<file path="config.mk">
export PLATFORM = sky130hd
export DESIGN_NAME = dser_lock_ctrl
export DESIGN_NICKNAME = d
export VERILOG_FILES = /design/src/rtl/dlc_pkg.sv /design/src/rtl/dlc_cnt.sv /design/src/rtl/dlc_fsm.sv /design/src/rtl/dlc_outdec.sv /design/src/rtl/dser_lock_ctrl.sv
export SDC_FILE = /design/constraint.sdc
export NUM_CORES = 1
export LEC_CHECK = 0
export ABC_AREA = 0
export CAP_MARGIN = 20
export CORE_UTILIZATION = 40
export CTS_CLUSTER_SIZE = 30
export DETAILED_ROUTE_END_ITERATION = 8
export SYNTH_ARGS = -nofsm -noshare
export SYNTH_HDL_FRONTEND = slang
export SYNTH_SLANG_ARGS = --single-unit
export TNS_END_PERCENT = 100
</file>
<file path="constraint.sdc">
create_clock -name clk -period 0.9 [get_ports clk]
set_input_delay 0.09 -clock clk [delete_from_list [all_inputs] [get_ports clk]]
set_output_delay 0.09 -clock clk [all_outputs]
set_load 0.01 [all_outputs]
</file>
<file path="src/rtl/dlc_pkg.sv">
package dlc_pkg;
  typedef enum logic [2:0] {
    ST_PDN     = 3'd0,
    ST_REFLOCK = 3'd1,
    ST_SEARCH  = 3'd2,
    ST_SETTLE  = 3'd3,
    ST_LOCKED  = 3'd4
  } dlc_state_e;
endpackage

</file>
<file path="src/rtl/dlc_cnt.sv">
module dlc_cnt #(
  parameter int W = 8
) (
  input  logic         clk,
  input  logic         rst_n,
  input  logic         clr,
  input  logic         en,
  output logic [W-1:0] cnt
);
  always_ff @(posedge clk or negedge rst_n) begin
    if (!rst_n)   cnt <= '0;
    else if (clr) cnt <= '0;
    else if (en)  cnt <= cnt + 1'b1;
  end
endmodule

</file>
<file path="src/rtl/dlc_fsm.sv">
module dlc_fsm
  import dlc_pkg::*;
#(
  parameter bit HAS_SETTLE = 1'b0
) (
  input  logic       clk,
  input  logic       rst_n,
  input  logic       pwr_down,
  input  logic       pll_ready,
  input  logic       word_found,
  input  logic       input_idle,
  input  logic       ref_done,
  input  logic       settle_done,
  input  logic       win_done,
  output dlc_state_e state,
  output dlc_state_e state_nx
);
  dlc_state_e found_target;

  // the state entered on a transition word depends on the variant
  generate
    if (HAS_SETTLE) begin : g_settle
      assign found_target = ST_SETTLE;
    end else begin : g_direct
      assign found_target = ST_LOCKED;
    end
  endgenerate

  always_comb begin
    state_nx = state;
    if (pwr_down) begin
      state_nx = ST_PDN;
    end else begin
      case (state)
        ST_PDN:     state_nx = ST_REFLOCK;
        ST_REFLOCK: if (pll_ready || ref_done) state_nx = ST_SEARCH;
        ST_SEARCH:  if (!input_idle && word_found) state_nx = found_target;
        ST_SETTLE: begin
          if (input_idle)       state_nx = ST_SEARCH;
          else if (settle_done) state_nx = ST_LOCKED;
        end
        ST_LOCKED: begin
          if (input_idle)                  state_nx = ST_SEARCH;
          else if (!word_found && win_done) state_nx = ST_SEARCH;
        end
        default:    state_nx = ST_PDN;
      endcase
    end
  end

  always_ff @(posedge clk or negedge rst_n) begin
    if (!rst_n) state <= ST_PDN;
    else        state <= state_nx;
  end
endmodule

</file>
<file path="src/rtl/dlc_outdec.sv">
module dlc_outdec
  import dlc_pkg::*;
(
  input  logic       clk,
  input  logic       rst_n,
  input  dlc_state_e state_nx,
  output logic       lock_n,
  output logic       lock_oe,
  output logic       data_oe,
  output logic       data_blank,
  output logic       clk_sel,
  output logic       clk_stretch
);
  logic powered_nx, valid_nx, sel_nx;

  always_comb begin
    powered_nx = (state_nx != ST_PDN);
    valid_nx   = (state_nx == ST_LOCKED);
    sel_nx     = (state_nx == ST_LOCKED) || (state_nx == ST_SETTLE);
  end

  always_ff @(posedge clk or negedge rst_n) begin
    if (!rst_n) begin
      lock_n      <= 1'b1;
      lock_oe     <= 1'b0;
      data_oe     <= 1'b0;
      data_blank  <= 1'b1;
      clk_sel     <= 1'b0;
      clk_stretch <= 1'b0;
    end else begin
      lock_n      <= !valid_nx;
      lock_oe     <= powered_nx;
      data_oe     <= powered_nx;
      data_blank  <= !valid_nx;
      clk_sel     <= sel_nx;
      clk_stretch <= (sel_nx != clk_sel);
    end
  end
endmodule

</file>
<file path="src/rtl/dser_lock_ctrl.sv">
module dser_lock_ctrl
  import dlc_pkg::*;
#(
  parameter int REF_LOCK_CYCLES = 16928,
  parameter int SETTLE_CYCLES   = 0,
  parameter int WORD_TIMEOUT    = 4194304
) (
  input  logic clk,
  input  logic rst_n,
  input  logic pwr_down,
  input  logic pll_ready,
  input  logic word_found,
  input  logic input_idle,
  output logic lock_n,
  output logic lock_oe,
  output logic data_oe,
  output logic data_blank,
  output logic clk_sel,
  output logic clk_stretch
);
  localparam int MAX_A  = (REF_LOCK_CYCLES > WORD_TIMEOUT) ? REF_LOCK_CYCLES : WORD_TIMEOUT;
  localparam int MAX_N  = (MAX_A > SETTLE_CYCLES) ? MAX_A : SETTLE_CYCLES;
  localparam int CW     = $clog2(MAX_N + 1);
  localparam bit HAS_ST = (SETTLE_CYCLES > 0);
  localparam logic [CW-1:0] REF_LAST = CW'(REF_LOCK_CYCLES - 1);
  localparam logic [CW-1:0] SET_LAST = CW'(HAS_ST ? SETTLE_CYCLES - 1 : 0);
  localparam logic [CW-1:0] WIN_LAST = CW'(WORD_TIMEOUT - 1);

  logic [1:0]    rst_sync;
  logic          srst_n;
  dlc_state_e    state, state_nx;
  logic [CW-1:0] cnt;
  logic          cnt_clr, cnt_en;
  logic          ref_done, settle_done, win_done;

  // asynchronous assertion, synchronous release
  always_ff @(posedge clk or negedge rst_n) begin
    if (!rst_n) rst_sync <= 2'b00;
    else        rst_sync <= {rst_sync[0], 1'b1};
  end
  assign srst_n = rst_sync[1];

  always_comb begin
    ref_done    = (cnt == REF_LAST);
    settle_done = (cnt == SET_LAST);
    win_done    = (cnt == WIN_LAST);
    cnt_clr     = (state_nx != state) || ((state == ST_LOCKED) && word_found);
    cnt_en      = (state != ST_PDN);
  end

  dlc_cnt #(.W(CW)) cnt_i (
    .clk   (clk),
    .rst_n (srst_n),
    .clr   (cnt_clr),
    .en    (cnt_en),
    .cnt   (cnt)
  );

  dlc_fsm #(.HAS_SETTLE(HAS_ST)) fsm_i (
    .clk         (clk),
    .rst_n       (srst_n),
    .pwr_down    (pwr_down),
    .pll_ready   (pll_ready),
    .word_found  (word_found),
    .input_idle  (input_idle),
    .ref_done    (ref_done),
    .settle_done (settle_done),
    .win_done    (win_done),
    .state       (state),
    .state_nx    (state_nx)
  );

  dlc_outdec out_i (
    .clk         (clk),
    .rst_n       (srst_n),
    .state_nx    (state_nx),
    .lock_n      (lock_n),
    .lock_oe     (lock_oe),
    .data_oe     (data_oe),
    .data_blank  (data_blank),
    .clk_sel     (clk_sel),
    .clk_stretch (clk_stretch)
  );
endmodule

</file>
==> metrics.txt <==
Synthesized Nets=213; largest net degree at the start of global routing=31; initial core utilization=42.5%; ANT nets after route=0; PD cells=1870 mW/mm2; MaxCap Viol Count=0; GP Congestion=0.890; Post-synth EDFFs=0; vias in the first global route=1993; fmax=442 MHz; routed via count=1898; failing checks=DRC, setup timing; Area contributors post-synth=dfrtp_1 (41%), xor2_1 (7.0%), nor3_1 (6.9%); Yosys cell types=46; Rel. slew slack=61.8%; DIE AREA=0.00500 mm2; CTS sink count=32; Crit. End Element=flip-flop; Final HPWL DP=3590 um; crit path launch type=flip-flop; Setup violations, final=33; Post-Syn Area=0.00189 mm2; Final WS setup=-1360 ps; fin cells=339; drc violations=7; Post-DP Area=0.00256 mm2; hold crit path type=reg -> async; Setup TNS=-37920 ps; antenna cells=0; Final nets=294; drt pass-1 iters=6; RSZ-0062 raised after global routing=yes; fin area=0.00294 mm2; Power, Total=5.48 mW; WP data required=1060 ps; Routed WL=5450 um; total CTS buffers=5; Total GRT Usage=24.1%; Die W=70.7 um; P_leak=1.24 nW; cell count after synthesis=205; clock slew at reported path FFs=70 ps; Yosys top cell by area=dfrtp_1; crit share post-route=251%; critical-path maximum fanout=6; initial drt markers=145; initial antenna violation count=0; sequential area share after synthesis=42.5%; WS Path Type=reg -> reg; clock skew=8.08 ps; H-tree depth=2; worst slew pin tran=573 ps; Max Slew Vio Count=0; Synth Register Bits=32; IO buf count=11; num rows=24; core area=0.00444 mm2; Via-to-Cell Ratio=5.60; Die Y=70.7 um; Area growth, synth to finish=55.6%; CTS tree=done; cell count after placement=323; Ports=12; top cell type's share of synthesized area=41.1%; outcome=finished with violations; fraction of registers with async set/reset=100%; Arrival @ worst endpoint=2430 ps; global route overflow=0; Skew-Pair Late Insertion Delay=290 ps; share of cells above drive strength 1=44.9%; peak supply drop=1.02 mV; Max Root-Sink Buffers=2; Ys Warns=0; Mapped Avg Cell Area=9.22 um2; ys flop type=dfrtp_1; Root Buffer=clkbuf_8; Final Hold Violating Endpoints=0; wire length per cell=16.1 um; pre-CTS WS=-1580 ps; global-route wire length before repair=9350 um; post-layout min period=2260 ps
[critical path, cell delays in order (launching register included)]
cell and delay [ps]:
dfrtp_1 350, ha_2 200, nand3_2 90, or4_4 550, or4_4 440, a21bo_4 280, nand3_4 150, nor3_1 80
[registers in the layout, indices dropped and copies added, names as in the netlist]
signal,cells
cnt_i.cnt,23
fsm_i.state,3
rst_sync,2
out_i.clk_sel,1
out_i.clk_stretch,1
out_i.lock_n,1
out_i.lock_oe,1
[timing repair]
action,4_1_cts,5_1_grt
hold endpoints to repair,2,0
cloned,3,0
endpoints found under the setup margin,36,35
setup buffers,3,3
pin swaps,15,11
hold buffers,1,0
gates resized for setup,45,19
[layout by cell type (no fill, tap or decap), drive strengths merged, types with 2 or more instances in the layout]
master         Yosys  routed
nand2b             4       4
nor3              26      26
or3                2       2
nor2              12      12
nor4               6       6
nand2             13      13
o31ai              5       5
or2                3       3
nand3             14      17
clkbuf             6       7
nor3b              3       3
nand3b             4       4
dfrtp             31      31
clkdlybuf4s50      0       5
ha                 2       2
a21oi              8       8
inv                7       7
xnor2              9       9
buf                5      76
xor2              15      15
and2               3       3
nand4              6       6
or4                3       3
[logic make-up after synthesis]
kind of cell	after synthesis	synth area share, %
AOI/OAI and AO/OA	24	9.14
adders and majority gates	2	1.32
xor gates and xnor gates	24	11.1
buffers and inverters	18	4.83
muxes	1	0.530
and+or+nand+nor	103	30.4
other	1	0.198
DFF	32	42.5
[through the flow]
| stage | utilization, % | hold WS, ps |
|---|---|---|
| after floorplan | - | -206 |
| after global placement | 57.7 | 210 |
| after detailed placement | 57.7 | 223 |
| after CTS | 63.5 | 224 |
| after global routing | 66.1 | 238 |
| final | 66.1 | 212 |
[cells in the mapped netlist, types with 2 or more instances]
cell and count:
nand3b_1 4, or3_1 2, or2_2 2, nand4_1 6
nor2_1 12, nand2b_1 4, xor2_1 15, nand2_1 13
dfrtp_1 31, xnor2_1 9, o31ai_1 5, a21oi_1 8
nor3_1 26, ha_1 2, clkbuf_1 6, inv_1 7
nor4_1 6, nor3b_1 3, buf_6 2, or4_1 2
nand3_1 12, and2_1 3, buf_4 2
[path summary, 6_finish.rpt]
kind | startpoint | endpoint | slack (ps) | cells after the start
worst max-delay path | cnt_i.cnt[0]$_DFFE_PN0P_ | cnt_i.cnt[5]$_DFFE_PN0P_ | -1360 | 7
worst min-delay path | rst_sync[1]$_DFF_PN0_ | cnt_i.cnt[13]$_DFFE_PN0P_ | 210 | 1
worst max register to register | cnt_i.cnt[0]$_DFFE_PN0P_ | cnt_i.cnt[5]$_DFFE_PN0P_ | -1360 | 7
worst min register to register | rst_sync[1]$_DFF_PN0_ | cnt_i.cnt[13]$_DFFE_PN0P_ | 210 | 1
max in group asynchronous | rst_n | rst_sync[1]$_DFF_PN0_ | 270 | 2
min in group clk | rst_sync[0]$_DFF_PN0_ | rst_sync[1]$_DFF_PN0_ | 360 | 0
[power breakdown]
group          switching [mW]  total, mW  internal [mW]
Combinational            1.35       2.35          0.993
Clock                   0.558       1.54          0.977
Sequential             0.0659       1.60           1.54
[metal layers]
metal,up-vias,share of wire (%),global-route usage (%)
met3,11,2.1,3.85
met5,-,0,0
met1,948,44,30.7
li1,902,-,-
met2,37,52,40.5
met4,0,1.9,10.9
[cell type report]
type | instances | area [um2]
clock buffer | 7 | 96.3
multi-input combinational | 158 | 1250
inverter | 7 | 26.3
fill | 352 | 1510
timing repair buffer | 82 | 664
sequential | 32 | 806
clock inverter | 1 | 30.0
tap | 52 | 65.1
Power figures use the tool's default switching activity.
